[src/rtl/memdin_pkg.sv]
package memdin_pkg;
  localparam int LANES  = 4;
  localparam int WORD_W = 8 * LANES;
  localparam int NB_W   = $clog2(LANES + 1);
  localparam int OFS_W  = $clog2(LANES);

  localparam int OFF_STATUS = 'h00;
  localparam int OFF_MASK   = 'h04;
  localparam int OFF_CLEAR  = 'h08;
  localparam int OFF_ORDER  = 'h0C;
  localparam int OFF_BUSY   = 'h10;
  localparam int OFF_SRC    = 'h14;
  localparam int OFF_LEN    = 'h18;

  localparam int DONE_BIT  = 6;
  localparam int FIRST_BIT = 30;
  localparam int LAST_BIT  = 31;

  typedef enum logic [1:0] {
    ST_IDLE = 2'd0,
    ST_REQ  = 2'd1,
    ST_WAIT = 2'd2,
    ST_PUSH = 2'd3
  } eng_state_t;
endpackage

[src/rtl/memdin_regs.sv]
module memdin_regs
  import memdin_pkg::*;
#(
  parameter int AW  = 32,
  parameter int RAW = 5,
  parameter int CW  = 30
) (
  input  logic                clk,
  input  logic                rst_n,
  input  logic                reg_we,
  input  logic [RAW-1:0]      reg_addr,
  input  logic [31:0]         reg_wdata,
  output logic [31:0]         reg_rdata,
  input  logic                busy_i,
  input  logic                done_i,
  output logic                start_o,
  output logic [AW-OFS_W-1:0] src_word_o,
  output logic [CW-1:0]       cnt_o,
  output logic                first_o,
  output logic                last_o,
  output logic [1:0]          order_o,
  output logic                mask_o,
  output logic                irq_o
);
  logic          sts_q, sts_d, sts_en;
  logic          msk_q, msk_en;
  logic [1:0]    ord_q;
  logic          ord_en;
  logic [AW-1:0] src_q;
  logic          src_en;
  logic [31:0]   len_q;
  logic          len_en;
  logic          hit_mask, hit_clr, hit_ord, hit_src, hit_len;

  always_comb begin
    hit_mask = reg_we && (reg_addr == RAW'(OFF_MASK));
    hit_clr  = reg_we && (reg_addr == RAW'(OFF_CLEAR));
    hit_ord  = reg_we && (reg_addr == RAW'(OFF_ORDER));
    hit_src  = reg_we && (reg_addr == RAW'(OFF_SRC));
    hit_len  = reg_we && (reg_addr == RAW'(OFF_LEN));

    msk_en = hit_mask;
    ord_en = hit_ord && !busy_i;
    src_en = hit_src && !busy_i;
    len_en = hit_len && !busy_i;

    // completion takes priority over a clear in the same cycle
    sts_en = done_i || (hit_clr && reg_wdata[DONE_BIT]);
    sts_d  = done_i;
  end

  always_ff @(posedge clk or negedge rst_n) begin
    if (!rst_n) begin
      sts_q <= 1'b0;
      msk_q <= 1'b0;
      ord_q <= 2'b00;
      src_q <= '0;
      len_q <= '0;
    end else begin
      if (sts_en) sts_q <= sts_d;
      if (msk_en) msk_q <= reg_wdata[DONE_BIT];
      if (ord_en) ord_q <= reg_wdata[1:0];
      if (src_en) src_q <= reg_wdata[AW-1:0];
      if (len_en) len_q <= reg_wdata;
    end
  end

  always_comb begin
    start_o    = len_en;
    cnt_o      = reg_wdata[CW-1:0];
    first_o    = reg_wdata[FIRST_BIT];
    last_o     = reg_wdata[LAST_BIT];
    src_word_o = src_q[AW-1:OFS_W];
    order_o    = ord_q;
    mask_o     = msk_q;
    irq_o      = sts_q && !msk_q;
  end

  always_comb begin
    reg_rdata = '0;
    case (reg_addr)
      RAW'(OFF_STATUS): reg_rdata[DONE_BIT] = sts_q;
      RAW'(OFF_MASK):   reg_rdata[DONE_BIT] = msk_q;
      RAW'(OFF_ORDER):  reg_rdata[1:0]      = ord_q;
      RAW'(OFF_BUSY):   reg_rdata[0]        = busy_i;
      RAW'(OFF_SRC):    reg_rdata           = 32'(src_q);
      RAW'(OFF_LEN):    reg_rdata           = len_q;
      default:          reg_rdata           = '0;
    endcase
  end
endmodule

[src/rtl/memdin_engine.sv]
module memdin_engine
  import memdin_pkg::*;
#(
  parameter int AW = 32,
  parameter int CW = 30
) (
  input  logic                clk,
  input  logic                rst_n,
  input  logic                start_i,
  input  logic [AW-OFS_W-1:0] src_word_i,
  input  logic [CW-1:0]       cnt_i,
  input  logic                first_i,
  input  logic                last_i,
  output logic                mem_req_valid_o,
  input  logic                mem_req_ready_i,
  output logic [AW-1:0]       mem_req_addr_o,
  input  logic                mem_rsp_valid_i,
  input  logic [WORD_W-1:0]   mem_rsp_data_i,
  output logic                beat_valid_o,
  input  logic                beat_ready_i,
  output logic [WORD_W-1:0]   beat_word_o,
  output logic [NB_W-1:0]     beat_nb_o,
  output logic                beat_first_o,
  output logic                beat_last_o,
  output logic                busy_o,
  output logic                done_o
);
  localparam int WA_W = AW - OFS_W;

  eng_state_t        st_q, st_d;
  logic [WA_W-1:0]   wa_q, wa_d;
  logic [CW-1:0]     rem_q, rem_d;
  logic              fst_q, fst_d;
  logic              lst_q, lst_d;
  logic              ctl_en;
  logic [WORD_W-1:0] hold_q;
  logic              hold_en;
  logic              final_beat;

  assign final_beat = (rem_q <= CW'(LANES));

  always_comb begin
    st_d    = st_q;
    wa_d    = wa_q;
    rem_d   = rem_q;
    fst_d   = fst_q;
    lst_d   = lst_q;
    ctl_en  = 1'b0;
    done_o  = 1'b0;
    hold_en = 1'b0;
    case (st_q)
      ST_IDLE: begin
        if (start_i) begin
          ctl_en = 1'b1;
          wa_d   = src_word_i;
          rem_d  = cnt_i;
          fst_d  = first_i;
          lst_d  = last_i;
          if (cnt_i == '0) done_o = 1'b1;
          else             st_d   = ST_REQ;
        end
      end
      ST_REQ: begin
        if (mem_req_ready_i) st_d = ST_WAIT;
      end
      ST_WAIT: begin
        if (mem_rsp_valid_i) begin
          hold_en = 1'b1;
          st_d    = ST_PUSH;
        end
      end
      ST_PUSH: begin
        if (beat_ready_i) begin
          ctl_en = 1'b1;
          fst_d  = 1'b0;
          if (final_beat) begin
            rem_d  = '0;
            done_o = 1'b1;
            st_d   = ST_IDLE;
          end else begin
            rem_d = rem_q - CW'(LANES);
            wa_d  = wa_q + WA_W'(1);
            st_d  = ST_REQ;
          end
        end
      end
      default: st_d = ST_IDLE;
    endcase
  end

  always_ff @(posedge clk or negedge rst_n) begin
    if (!rst_n) begin
      st_q   <= ST_IDLE;
      wa_q   <= '0;
      rem_q  <= '0;
      fst_q  <= 1'b0;
      lst_q  <= 1'b0;
      hold_q <= '0;
    end else begin
      st_q <= st_d;
      if (ctl_en) begin
        wa_q  <= wa_d;
        rem_q <= rem_d;
        fst_q <= fst_d;
        lst_q <= lst_d;
      end
      if (hold_en) hold_q <= mem_rsp_data_i;
    end
  end

  always_comb begin
    mem_req_valid_o = (st_q == ST_REQ);
    mem_req_addr_o  = {wa_q, {OFS_W{1'b0}}};
    beat_valid_o    = (st_q == ST_PUSH);
    beat_word_o     = hold_q;
    beat_nb_o       = final_beat ? NB_W'(rem_q) : NB_W'(LANES);
    beat_first_o    = fst_q;
    beat_last_o     = lst_q && final_beat;
    busy_o          = (st_q != ST_IDLE);
  end
endmodule

[src/rtl/memdin_pack.sv]
module memdin_pack
  import memdin_pkg::*;
(
  input  logic [WORD_W-1:0] word_i,
  input  logic [NB_W-1:0]   nb_i,
  input  logic [1:0]        order_i,
  output logic [WORD_W-1:0] word_o
);
  localparam int HALF = WORD_W / 2;

  logic [WORD_W-1:0] kept;
  logic [WORD_W-1:0] swapped;

  for (genvar k = 0; k < LANES; k++) begin : g_lane
    assign kept[8*k +: 8] = (NB_W'(k) < nb_i) ? word_i[8*k +: 8] : 8'h00;
    assign swapped[8*k +: 8] = order_i[0] ? kept[8*(LANES-1-k) +: 8] : kept[8*k +: 8];
  end

  assign word_o = order_i[1] ? {swapped[HALF-1:0], swapped[WORD_W-1:HALF]} : swapped;
endmodule

[src/rtl/memdin_dma.sv]
module memdin_dma
  import memdin_pkg::*;
#(
  parameter int AW  = 32,
  parameter int RAW = 5,
  parameter int CW  = 30
) (
  input  logic              clk,
  input  logic              rst_n,
  input  logic              reg_we,
  input  logic [RAW-1:0]    reg_addr,
  input  logic [31:0]       reg_wdata,
  output logic [31:0]       reg_rdata,
  output logic              irq,
  output logic              mem_req_valid,
  input  logic              mem_req_ready,
  output logic [AW-1:0]     mem_req_addr,
  input  logic              mem_rsp_valid,
  input  logic [WORD_W-1:0] mem_rsp_data,
  output logic              fifo_valid,
  input  logic              fifo_ready,
  output logic [WORD_W-1:0] fifo_data,
  output logic [NB_W-1:0]   fifo_nbytes,
  output logic              fifo_first,
  output logic              fifo_last
);
  logic [1:0]          rst_sync_q;
  logic                rst_core_n;
  logic                busy_w, done_w, start_w;
  logic [AW-OFS_W-1:0] src_word_w;
  logic [CW-1:0]       cnt_w;
  logic                first_w, last_w, mask_w;
  logic [1:0]          order_w;
  logic [WORD_W-1:0]   raw_word_w;

  always_ff @(posedge clk or negedge rst_n) begin
    if (!rst_n) rst_sync_q <= 2'b00;
    else        rst_sync_q <= {rst_sync_q[0], 1'b1};
  end
  assign rst_core_n = rst_sync_q[1];

  memdin_regs #(.AW(AW), .RAW(RAW), .CW(CW)) u_regs (
    .clk       (clk),
    .rst_n     (rst_core_n),
    .reg_we    (reg_we),
    .reg_addr  (reg_addr),
    .reg_wdata (reg_wdata),
    .reg_rdata (reg_rdata),
    .busy_i    (busy_w),
    .done_i    (done_w),
    .start_o   (start_w),
    .src_word_o(src_word_w),
    .cnt_o     (cnt_w),
    .first_o   (first_w),
    .last_o    (last_w),
    .order_o   (order_w),
    .mask_o    (mask_w),
    .irq_o     (irq)
  );

  memdin_engine #(.AW(AW), .CW(CW)) u_engine (
    .clk            (clk),
    .rst_n          (rst_core_n),
    .start_i        (start_w),
    .src_word_i     (src_word_w),
    .cnt_i          (cnt_w),
    .first_i        (first_w),
    .last_i         (last_w),
    .mem_req_valid_o(mem_req_valid),
    .mem_req_ready_i(mem_req_ready),
    .mem_req_addr_o (mem_req_addr),
    .mem_rsp_valid_i(mem_rsp_valid),
    .mem_rsp_data_i (mem_rsp_data),
    .beat_valid_o   (fifo_valid),
    .beat_ready_i   (fifo_ready),
    .beat_word_o    (raw_word_w),
    .beat_nb_o      (fifo_nbytes),
    .beat_first_o   (fifo_first),
    .beat_last_o    (fifo_last),
    .busy_o         (busy_w),
    .done_o         (done_w)
  );

  memdin_pack u_pack (
    .word_i (raw_word_w),
    .nb_i   (fifo_nbytes),
    .order_i(order_w),
    .word_o (fifo_data)
  );
endmodule

[config.mk]
export PLATFORM = sky130hd
export DESIGN_NAME = memdin_dma
export DESIGN_NICKNAME = d
export VERILOG_FILES = /design/src/rtl/memdin_pkg.sv /design/src/rtl/memdin_regs.sv /design/src/rtl/memdin_engine.sv /design/src/rtl/memdin_pack.sv /design/src/rtl/memdin_dma.sv
export SDC_FILE = /design/constraint.sdc
export NUM_CORES = 1
export LEC_CHECK = 0
export ABC_AREA = 0
export BUFFER_PORTS_ARGS = -buffer_cell sky130_fd_sc_hd__buf_2
export CAP_MARGIN = 10
export CORE_MARGIN = 2
export CORE_UTILIZATION = 51
export DETAILED_ROUTE_END_ITERATION = 10
export HOLD_SLACK_MARGIN = 0.15
export PLACE_DENSITY = 0.77
export SLEW_MARGIN = 0
export SYNTH_ARGS = -nofsm -noshare
export SYNTH_HDL_FRONTEND = slang
export SYNTH_SLANG_ARGS = --single-unit
[constraint.sdc]
create_clock -name clk -period 4.6 [get_ports clk]
set_input_delay 0.92 -clock clk [delete_from_list [all_inputs] [get_ports clk]]
set_output_delay 0.92 -clock clk [all_outputs]
set_load 0.05 [all_outputs]
==> impl_metrics.json <==
{
  "drv_slew": 0,
  "die_y_um": 140,
  "synth_area_um2": 9470,
  "setup_viol": 0,
  "worst-path-max-fanout": 16,
  "numCtsBuffers": 17,
  "antenna_found_initial": 1,
  "placed_cells": 1316,
  "maxCapViolCount": 0,
  "ant_nets": 0,
  "ys_types": 70,
  "cts_resized": 0,
  "tightest_slew_ps": 1020,
  "final_cell_mix": "buf_2, dfrtp_1, mux2_2, nor2_1, nand2_1",
  "leakagePower_uw": 0.00509,
  "drc": 0,
  "fin_crit_sh_pct": 95.6,
  "grt_max_degree": 90,
  "p_per_area_nw_per_um2": 750,
  "period_minus_slack_ps": 4400,
  "fin_cells": 1349,
  "nets": 1188,
  "path_clk_slew_ps": 70,
  "dr.pass1.iters": 5,
  "hp-class": "in2async",
  "cp_cell_sequence": "inv_1 > ha_1 > nor3b_1 > o2111a_4 > nand4_4 > o21ai_1 > nor2_1 > a221o_1 > buf_2",
  "final_common_cell": "buf_2",
  "area_growth_pct": 16.9,
  "fin_util_pct": 61.2,
  "layout-drive-gt1-share_pct": 30.7,
  "critical_path_class": "reg2out",
  "yosysSeqAreaShare_pct": 43.9,
  "die_area_um2": 19700,
  "io_buffers": 176,
  "detail_route.iter0.violations": 906,
  "clock_latency_ps": 450,
  "grt_pass1_wl_mm": 44.8,
  "synthCells": 959,
  "worstPathArrival_ps": 3480,
  "cts.path.max_buffers": 2,
  "ys_warn_count": 0,
  "vias_per_cell": 6.50,
  "postCtsSetupBuffers": 0,
  "initial_utilization_pct": 52.3,
  "synthFlopType": "dfrtp_1",
  "io_pins": 179,
  "wl_per_cell_um": 21.4,
  "fin_setup_tns_ps": 0,
  "slew_headroom_pct": 31.9,
  "tritoncts": "yes",
  "track_usage_pct": 28.8,
  "via_count": 8765,
  "async_reset_ff_share_pct": 100,
  "synth_edf_count": 0,
  "irDropWorstVdd_uv": 467,
  "htreeDepth": 4,
  "slowest_stage": "o21ai_1",
  "rsz0062_at_grt": "false",
  "synth.avg_cell_area_um2": 9.87,
  "ys_ff_latch": 166,
  "finClkSkew_ps": 13.6,
  "root_buffer": "clkbuf_16",
  "clock-sinks": 166,
  "whs_ps": 247,
  "hold_buffers": 0,
  "worst_setup_path_start_kind": "flip-flop",
  "overflow": 0,
  "hold_viol": 0,
  "gp_congestion": 0.937,
  "cp-end-kind": "output pin",
  "die_x_um": 140,
  "wirelength_mm": 28.9,
  "status": "complete, no violations",
  "fmax_mhz": 228,
  "cpPeakStageDelay_ps": 680,
  "row_count": 49,
  "critical_path_required_ps": 3680,
  "core-area_um2": 18100,
  "grt_pass1_vias": 8108,
  "dp_hpwl_mm": 19.7
}
-- kinds of logic (layout without fill, tap and decap cells) --
logic type,after synthesis,in the layout,share of synthesized area (%)
adders and majority gates,7,7,0.925
DFF,166,166,43.9
muxes,106,106,12.4
and+or+nand+nor,302,302,16.6
other,2,4,0.0793
AOI/OAI and AO/OA,290,290,21.9
buffers and inverters,86,245,4.19
-- synth_stat cells, drive strengths merged (20+ instances only) --
| library cell | n | area, um^2 |
|---|---|---|
| inv | 20 | 75.1 |
| clkbuf | 39 | 146 |
| a221o | 31 | 310 |
| mux2 | 92 | 1040 |
| a21oi | 45 | 225 |
| nor3 | 26 | 161 |
| nand3 | 31 | 155 |
| buf | 27 | 175 |
| dfrtp | 166 | 4150 |
| o22ai | 23 | 144 |
| o21ai | 78 | 394 |
| nor2 | 77 | 292 |
| a22o | 42 | 368 |
| nand2 | 74 | 278 |
-- state kept, by name, indices dropped and copies added (netlist names), 2 cells and up --
signal                cells
u_regs.len_q             32
u_engine.wa_q            30
u_regs.src_q             32
rst_sync_q                2
u_regs.order_o            2
u_engine.st_q             2
u_engine.rem_q           30
u_engine.beat_word_o     32
-- worst max-delay path, delay by kind of cell (launching register included) --
kind	cells	cell delay [ps]
flip-flops	1	430
AND/OR/NAND/NOR	3	810
adder cells (fa/ha/maj)	1	150
AO/OA/AOI/OAI	3	1320
buffers and inverters	2	330
-- layer usage --
layer	track usage (%)	vias to the layer above	wire (um)
met5	0	-	0
met4	9.78	0	694
met3	5.81	58	2780
met2	43.8	493	12900
met1	41.4	4270	12500
li1	-	3944	-
-- power breakdown --
group / internal (uW) / switching [uW]
registers: 2000 / 662
logic: 1350 / 2840
clock network: 735 / 707
-- stage by stage --
step	setup slack [ps]	cell area (um^2)	total power [uW]
global route	51.1	11100	8710
global placement	838	10500	6700
finish	204	11100	8300
floorplan	1290	9470	5850
CTS	243	11100	8240
detailed placement	710	10500	6790
-- layout make-up --
type	instances	area, um^2
Sequential cell	166	4160
Inverter	20	75.1
Timing Repair Buffer	193	1020
Antenna cell	1	2.50
Clock inverter	15	173
Fill cell	1481	7020
Tap cell	229	287
Multi-Input combinational cell	708	4930
Clock buffer	17	425
-- path summary, 6_finish.rpt --
path | from | end | slack, ps | depth (start not counted)
max | u_engine.rem_q[3] | fifo_data[15] | 200 | 9
min | rst_n | rst_sync_q[0] | 250 | 1
max reg2reg | u_engine.st_q[1] | u_engine.wa_q[24] | 1450 | 8
min reg2reg | rst_sync_q[0] | rst_sync_q[1] | 360 | 0
max in group asynchronous | rst_sync_q[1] | u_regs.len_q[8] | 3120 | 1
min in group clk | rst_sync_q[0] | rst_sync_q[1] | 360 | 0
No activity file was read; power rests on OpenSTA's default activity.
